$ cat src/rtl/npc_pkg.sv
package npc_pkg;

  localparam int OP_W = 6;

  // Opcode values the control recognises
  localparam logic [OP_W-1:0] OP_JMP   = 6'h02;
  localparam logic [OP_W-1:0] OP_JMPL  = 6'h03;
  localparam logic [OP_W-1:0] OP_BRZ   = 6'h04;
  localparam logic [OP_W-1:0] OP_BRNZ  = 6'h05;
  localparam logic [OP_W-1:0] OP_TRAP  = 6'h11;
  localparam logic [OP_W-1:0] OP_RJMP  = 6'h12;
  localparam logic [OP_W-1:0] OP_RJMPL = 6'h13;

  typedef enum logic [1:0] {
    SEL_SEQ    = 2'd0,
    SEL_JUMP   = 2'd1,
    SEL_BRANCH = 2'd2,
    SEL_REG    = 2'd3
  } tgtSel_e;

  typedef struct packed {
    tgtSel_e tgtSel;
    logic    linkEn;
    logic    badOp;
    logic    trapOp;
  } npcCtrl_t;

endpackage

$ cat src/rtl/npc_ctrl.sv
module npc_ctrl
  import npc_pkg::*;
(
  input  logic [OP_W-1:0] opcode,
  input  logic            srcZero,
  input  logic            stepEn,
  output npcCtrl_t        ctrl
);

  logic seqOp;

  // Ordinary instructions: register ALU group, immediate group, memory group
  always_comb begin
    seqOp = 1'b0;
    if (opcode == 6'h00) seqOp = 1'b1;
    if (opcode[5:3] == 3'b001) seqOp = 1'b1;
    if (opcode[5:4] == 2'b10) seqOp = 1'b1;
  end

  always_comb begin
    ctrl        = '0;
    ctrl.tgtSel = SEL_SEQ;
    unique case (opcode)
      OP_JMP:    ctrl.tgtSel = SEL_JUMP;
      OP_JMPL: begin
        ctrl.tgtSel = SEL_JUMP;
        ctrl.linkEn = stepEn;
      end
      OP_BRZ:    ctrl.tgtSel = srcZero ? SEL_BRANCH : SEL_SEQ;
      OP_BRNZ:   ctrl.tgtSel = srcZero ? SEL_SEQ : SEL_BRANCH;
      OP_RJMP:   ctrl.tgtSel = SEL_REG;
      OP_RJMPL: begin
        ctrl.tgtSel = SEL_REG;
        ctrl.linkEn = stepEn;
      end
      OP_TRAP:   ctrl.trapOp = 1'b1;
      default:   ctrl.badOp  = !seqOp;
    endcase
  end

endmodule

$ cat src/rtl/npc_datapath.sv
module npc_datapath
  import npc_pkg::*;
#(
  parameter int XLEN      = 32,
  parameter int JOFF_W    = 26,
  parameter int BOFF_W    = 16,
  parameter int INSN_BYTES = 4
) (
  input  logic            clk,
  input  logic            rstN,
  input  logic            stepEn,
  input  npcCtrl_t        ctrl,
  input  logic [JOFF_W-1:0] jumpOff,
  input  logic [BOFF_W-1:0] branchOff,
  input  logic [XLEN-1:0] srcVal,
  output logic            srcZero,
  output logic [XLEN-1:0] pcQ,
  output logic [XLEN-1:0] pcNext,
  output logic [XLEN-1:0] seqPc
);

  localparam logic [XLEN-1:0] STEP = XLEN'(INSN_BYTES);

  logic [XLEN-1:0] jumpExt;
  logic [XLEN-1:0] branchExt;
  logic [XLEN-1:0] jumpTgt;
  logic [XLEN-1:0] branchTgt;

  assign srcZero   = (srcVal == '0);
  assign seqPc     = pcQ + STEP;
  assign jumpExt   = {{(XLEN-JOFF_W){jumpOff[JOFF_W-1]}}, jumpOff};
  assign branchExt = {{(XLEN-BOFF_W){branchOff[BOFF_W-1]}}, branchOff};
  assign jumpTgt   = seqPc + jumpExt;
  assign branchTgt = seqPc + branchExt;

  always_comb begin
    unique case (ctrl.tgtSel)
      SEL_JUMP:   pcNext = jumpTgt;
      SEL_BRANCH: pcNext = branchTgt;
      SEL_REG:    pcNext = srcVal;
      default:    pcNext = seqPc;
    endcase
  end

  always_ff @(posedge clk) begin
    if (!rstN)       pcQ <= '0;
    else if (stepEn) pcQ <= pcNext;
  end

endmodule

$ cat src/rtl/npc_unit.sv
module npc_unit
  import npc_pkg::*;
#(
  parameter int XLEN   = 32,
  parameter int JOFF_W = 26,
  parameter int BOFF_W = 16
) (
  input  logic            clk,
  input  logic            rstN,
  input  logic            stepEn,
  input  logic [31:0]     instr,
  input  logic [XLEN-1:0] srcVal,
  output logic [XLEN-1:0] pcOut,
  output logic [XLEN-1:0] nextPc,
  output logic            linkWe,
  output logic [XLEN-1:0] linkData,
  output logic            illegal,
  output logic            trapReq
);

  localparam int OP_LSB = 32 - OP_W;

  npcCtrl_t        ctrl;
  logic            srcZero;
  logic [XLEN-1:0] seqPc;

  npc_ctrl u_ctrl (
    .opcode  (instr[31:OP_LSB]),
    .srcZero (srcZero),
    .stepEn  (stepEn),
    .ctrl    (ctrl)
  );

  npc_datapath #(
    .XLEN   (XLEN),
    .JOFF_W (JOFF_W),
    .BOFF_W (BOFF_W)
  ) u_dp (
    .clk       (clk),
    .rstN      (rstN),
    .stepEn    (stepEn),
    .ctrl      (ctrl),
    .jumpOff   (instr[JOFF_W-1:0]),
    .branchOff (instr[BOFF_W-1:0]),
    .srcVal    (srcVal),
    .srcZero   (srcZero),
    .pcQ       (pcOut),
    .pcNext    (nextPc),
    .seqPc     (seqPc)
  );

  assign linkWe   = ctrl.linkEn;
  assign linkData = seqPc;
  assign illegal  = ctrl.badOp;
  assign trapReq  = ctrl.trapOp;

endmodule

$ cat config.mk
export PLATFORM = sky130hd
export DESIGN_NAME = npc_unit
export DESIGN_NICKNAME = d
export VERILOG_FILES = /design/src/rtl/npc_pkg.sv /design/src/rtl/npc_ctrl.sv /design/src/rtl/npc_datapath.sv /design/src/rtl/npc_unit.sv
export SDC_FILE = /design/constraint.sdc
export NUM_CORES = 1
export LEC_CHECK = 0
export BUFFER_PORTS_ARGS = -buffer_cell sky130_fd_sc_hd__buf_2
export CAP_MARGIN = 20
export CELL_PAD_IN_SITES_DETAIL_PLACEMENT = 1
export CELL_PAD_IN_SITES_GLOBAL_PLACEMENT = 1
export CORE_ASPECT_RATIO = 1.5
export CORE_MARGIN = 2
export CORE_UTILIZATION = 40
export DETAILED_ROUTE_END_ITERATION = 12
export PLACE_DENSITY_LB_ADDON = 0.1
export SYNTH_ARGS = -nofsm -noshare
export SYNTH_HDL_FRONTEND = slang
export SYNTH_HIERARCHICAL = 1
export SYNTH_SLANG_ARGS = --single-unit
$ cat constraint.sdc
create_clock -name clk -period 11.3 [get_ports clk]
set_input_delay 2.26 -clock clk [delete_from_list [all_inputs] [get_ports clk]]
set_output_delay 2.26 -clock clk [all_outputs]
set_load 0.01 [all_outputs]
Word level (Yosys, flattened, before mapping)
Index checks and enable logic that the tools add are counted.

Divide/modulo/power cells: 0. Multipliers: 0. Muxes and demuxes: 10. Equal/unequal tests: 12. Bitwise gates (word level): 0. $add $sub $neg: 3. Reductions and logical operators: 7. $lt $le $gt $ge: 0. Shifts and indexed selects: 0.

Operator list (number): 32-bit case mux with 3 select lines (1); 32-bit adder (2); 32-bit by 3-bit adder with 32-bit output (second input constant) (1); 32-bit zero test (1); 6-bit by 5-bit equality test with 1-bit output (second input constant) (3); 6-bit by 2-bit equality test with 1-bit output (second input constant) (2); 6-bit by 3-bit equality test with 1-bit output (second input constant) (2); 2-bit case mux with 4 select lines (1); 7-bit OR reduction (1); 2-bit equality test (second input constant) (3); 6-bit zero test (1); 1-bit two-way mux (6); 2-bit OR reduction (3); 2-bit two-way mux (2); 3-bit by 1-bit equality test with 1-bit output (second input constant) (1); 2-bit by 1-bit equality test with 1-bit output (second input constant) (1); 1-bit zero test (1).

Latch bits: 0. Bits in writable memories: 0. Bits in registers: 32. Bits in read-only memories: 0. Memories kept: 0.

Depth between registers and ports, before layout
Word-level depth: 6. Gate-level depth with buffers: 23. Mapped depth without buffers: 21.

Hierarchy
The synthesis kept the hierarchy.

Modules (own cells, without submodules): npc_datapath (area each 4870.9 um^2, seq. area each 640.6 um^2, cells each 639, instances 1); npc_ctrl (area each 106.4 um^2, seq. area each 0.0 um^2, cells each 16, instances 1).

Worst setup path before layout
OpenSTA, ideal clock, no wires.

Path kind: input-to-output. From: input srcVal[16]. To: output nextPc[30]. Path slack: 2.162 ns. Buffers on the path: 2. Data arrival time: 6.878 ns. Required time: 9.040 ns. Stages on the path: 22. Cells stage by stage: nor4_1 > nand4_1 > nor2_1 > xor2_1 > a32oi_1 > nor3_2 > ha_1 > buf_2 > buf_1 > mux2_2 > ha_1 > inv_1 > fa_1 > nor2b_1 > o31a_1 > a211oi_1 > a211oi_1 > o2111ai_1 > a2111oi_1 > or3_1 > a21o_1 > a222oi_1.

RTL lines: from (decl) (line npc_unit.sv:12) `input logic [XLEN-1:0] srcVal,`; to (decl) (line npc_unit.sv:14) `output logic [XLEN-1:0] nextPc,`.

==> metrics.cfg <==
[placed_design]
gp_congestion=0.9682
detailed_place.area_sq_mm=0.005901
placed_cells_incl_taps=944
dpl.hpwl_um=17400
port_buffers=165

[route]
post_drt_via_cell_ratio=6.091
finalWirelength_um=21720
route.vias.total=5793
first_iter_violations=195
detail_route.first_pass.iterations=5
post-route-drc-count=0
wl_per_cell_um=22.84
antenna_left=0

[layout]
layout.cells.most_common=sky130_fd_sc_hd__buf_2
post-route-util=0.4996
regMostFlops=u_dp/pcQ
final_nets=900
final_cell_area_sq_mm=0.006035
layout_top_registers=u_dp/pcQ (32)
post_route_cells_drive_above_1_share=0.2707
mostFrequentLayoutCells=165 x sky130_fd_sc_hd__buf_2, 59 x sky130_fd_sc_hd__nor2_1, 50 x sky130_fd_sc_hd__a21oi_1, 43 x sky130_fd_sc_hd__nand2_1, 41 x sky130_fd_sc_hd__inv_1
syn2layout_area_growth_pct=21.24
antenna_cells=0
instances_no_fill=951
largest_register_ff_count=32

[sta]
worst_slew_margin_rel=0.4254
final_max_slew_viol_count=0
report.final.setup_viol=0
final.period_utilization=0.9123
rsz0062_at_grt=no
finalWorstPathRequiredPeriod_ps=10310
final_number_of_hold_violating_endpoints=0
peak_freq_mhz=97.00
setup_total_negative_slack_ps=0
timing_worst_slew_pin_value_ps=856.7
clock_skew_ps=5.748

[floorplan]
core_outline_area_sq_mm=0.01208
effective_utilization_at_floorplan=0.4121
core_rows=49
ioPinCount=166
vertical_die_dimension_um=140.6
die_area_sq_mm=0.01337
floorplan.die.width_um=95.08

[worst_setup_path]
crit_path_cell_trace=buf_2, nor4_1, nand4_1, nor2_1, xor2_1, a32oi_1, nor3_2, ha_1, mux2_2, ha_1, inv_1, fa_1, nor2b_1, o31a_1, a211oi_1, a211oi_1, o2111ai_1, a2111oi_1, or3_1, a21o_1, a222oi_1, buf_2
critical_path.slowest_cell=sky130_fd_sc_hd__ha_1
cp-end-kind=output pin
timing_worst_setup_path_type=in2out
critical_path.max_stage_delay_ps=630
regToRegSetupSlack_ps=6320
crit_path_max_fanout=14
worst_ep_required_time_ps=9040
cp.arrival_ps=8050
setup.worst_path.start_class=input pin

[cts]
clock_path_buffers=2
cts_tree=built
post_cts.repair.setup_buffers=0
worst_setup_hold_path_clk_slew_ps=50
ctsHtreeMaxLevel=2
cts.sink_count=32
cts_repair_resize_count=0
cts_inserted_buffers=5
cts_root_buffer=sky130_fd_sc_hd__clkbuf_16
cts.hold.buffers_added=0
clkLatencyLatePin_ps=290

[synth]
synth.avg_cell_area_sq_um=7.599
count_of_yosys_warnings_during_synthesis=6
mapped_nets=757
postSynthCellCount=655
seq_area_frac_synth=0.1287
yosys_most_used_dff=sky130_fd_sc_hd__dfxtp_1
post_synth_edffs=0
synthArstFlopShare=0
ys_ff_latch=32
post_synth_num_cell_types=79
syn_area_sq_mm=0.004977

[job]
drv_cap=0

[grt]
overflow=0
wire_length_of_the_first_global_routing_pass_um=32840
number_of_antenna_violations_at_the_first_check_in_global_routing=0
first_global_vias=6142
globalRouteTotalUtil=0.3188
grt_start_max_net_pins=47

[power_and_ir_drop]
ir_drop_worst_case_vdd_mv=0.05146
design_power_total_w=0.0004647
power_density_mw_per_mm2=77.01
p_leak_nw=3.048

[run_status]
run_status=complete, no violations

[worst_hold_path]
holdCritPathClass=reg2reg

cell families after synthesis:
| family | count (synthesis) | share of synthesized area |
|---|---|---|
| flops | 32 | 0.1287 |
| mux | 36 | 0.07667 |
| compound gates | 195 | 0.2775 |
| xor+xnor | 64 | 0.1355 |
| buf+inv | 79 | 0.06184 |
| simple gates | 213 | 0.2280 |
| fa+ha+maj | 36 | 0.09176 |
Yosys cell counts (13+ instances only):
cell type | number | area, sq um
sky130_fd_sc_hd__mux2i_1 | 19 | 190.2
sky130_fd_sc_hd__xnor2_1 | 31 | 271.5
sky130_fd_sc_hd__a21oi_1 | 50 | 250.2
sky130_fd_sc_hd__nor2_1 | 59 | 221.5
sky130_fd_sc_hd__clkbuf_1 | 28 | 105.1
sky130_fd_sc_hd__o21ai_0 | 30 | 150.1
sky130_fd_sc_hd__xor2_1 | 25 | 219.0
sky130_fd_sc_hd__ha_1 | 34 | 425.4
sky130_fd_sc_hd__nand3_1 | 13 | 65.06
sky130_fd_sc_hd__a21o_1 | 16 | 120.1
sky130_fd_sc_hd__dfxtp_1 | 32 | 640.6
sky130_fd_sc_hd__nand4_1 | 16 | 100.1
sky130_fd_sc_hd__nand2_1 | 43 | 161.4
sky130_fd_sc_hd__and3_1 | 13 | 81.33
sky130_fd_sc_hd__inv_1 | 41 | 153.9
sky130_fd_sc_hd__mux2_2 | 17 | 191.4
worst paths after layout:
kind	start	to	depth (start not counted)
setup / recovery	srcVal[27]	nextPc[30]	22
hold / removal	u_dp/pcQ[22]	u_dp/pcQ[22]	2
setup reg to reg	u_dp/pcQ[2]	u_dp/pcQ[27]	17
hold reg to reg	u_dp/pcQ[22]	u_dp/pcQ[22]	2
worst max-delay path, delay by kind of cell:
family	cells	cell delay [ps]
XOR/XNOR	1	190
AND/OR/NAND/NOR	6	1610
adder cells (fa/ha/maj)	3	1050
multiplexers	1	410
AO/OA/AOI/OAI	8	2120
buffers and inverters	3	410
metal layers:
metal / global-route usage / share of wire
met3: 0.02779 / 0.049
met5: 0 / 0
met4: 0.1701 / 0.053
met1: 0.3543 / 0.37
met2: 0.5830 / 0.52
through the flow:
stage	worst slack (ps)	hold WS, ps
floorplan	2162	539.4
global placement	1136	540.3
detailed placement	1016	550.7
CTS	994.1	558.2
global route	573.2	580.7
finish	990.5	559.5
where the power goes:
group	switching [W]	internal (W)
logic	0.000119	0.0000817
registers	0.00000958	0.000118
clock network	0.0000562	0.0000803
total	0.000185	0.000280
final cells by class:
| type | count | area, sq um |
|---|---|---|
| repair buffers | 172 | 878.3 |
| clock buffers | 6 | 128.9 |
| inverters | 43 | 161.4 |
| well taps | 153 | 191.4 |
| multi-input cells | 544 | 4029 |
| flip-flops and latches | 32 | 640.6 |
| fillers | 1568 | 6043 |
| clock inverters | 1 | 5.005 |
No activity file was read; power rests on OpenSTA's default activity.
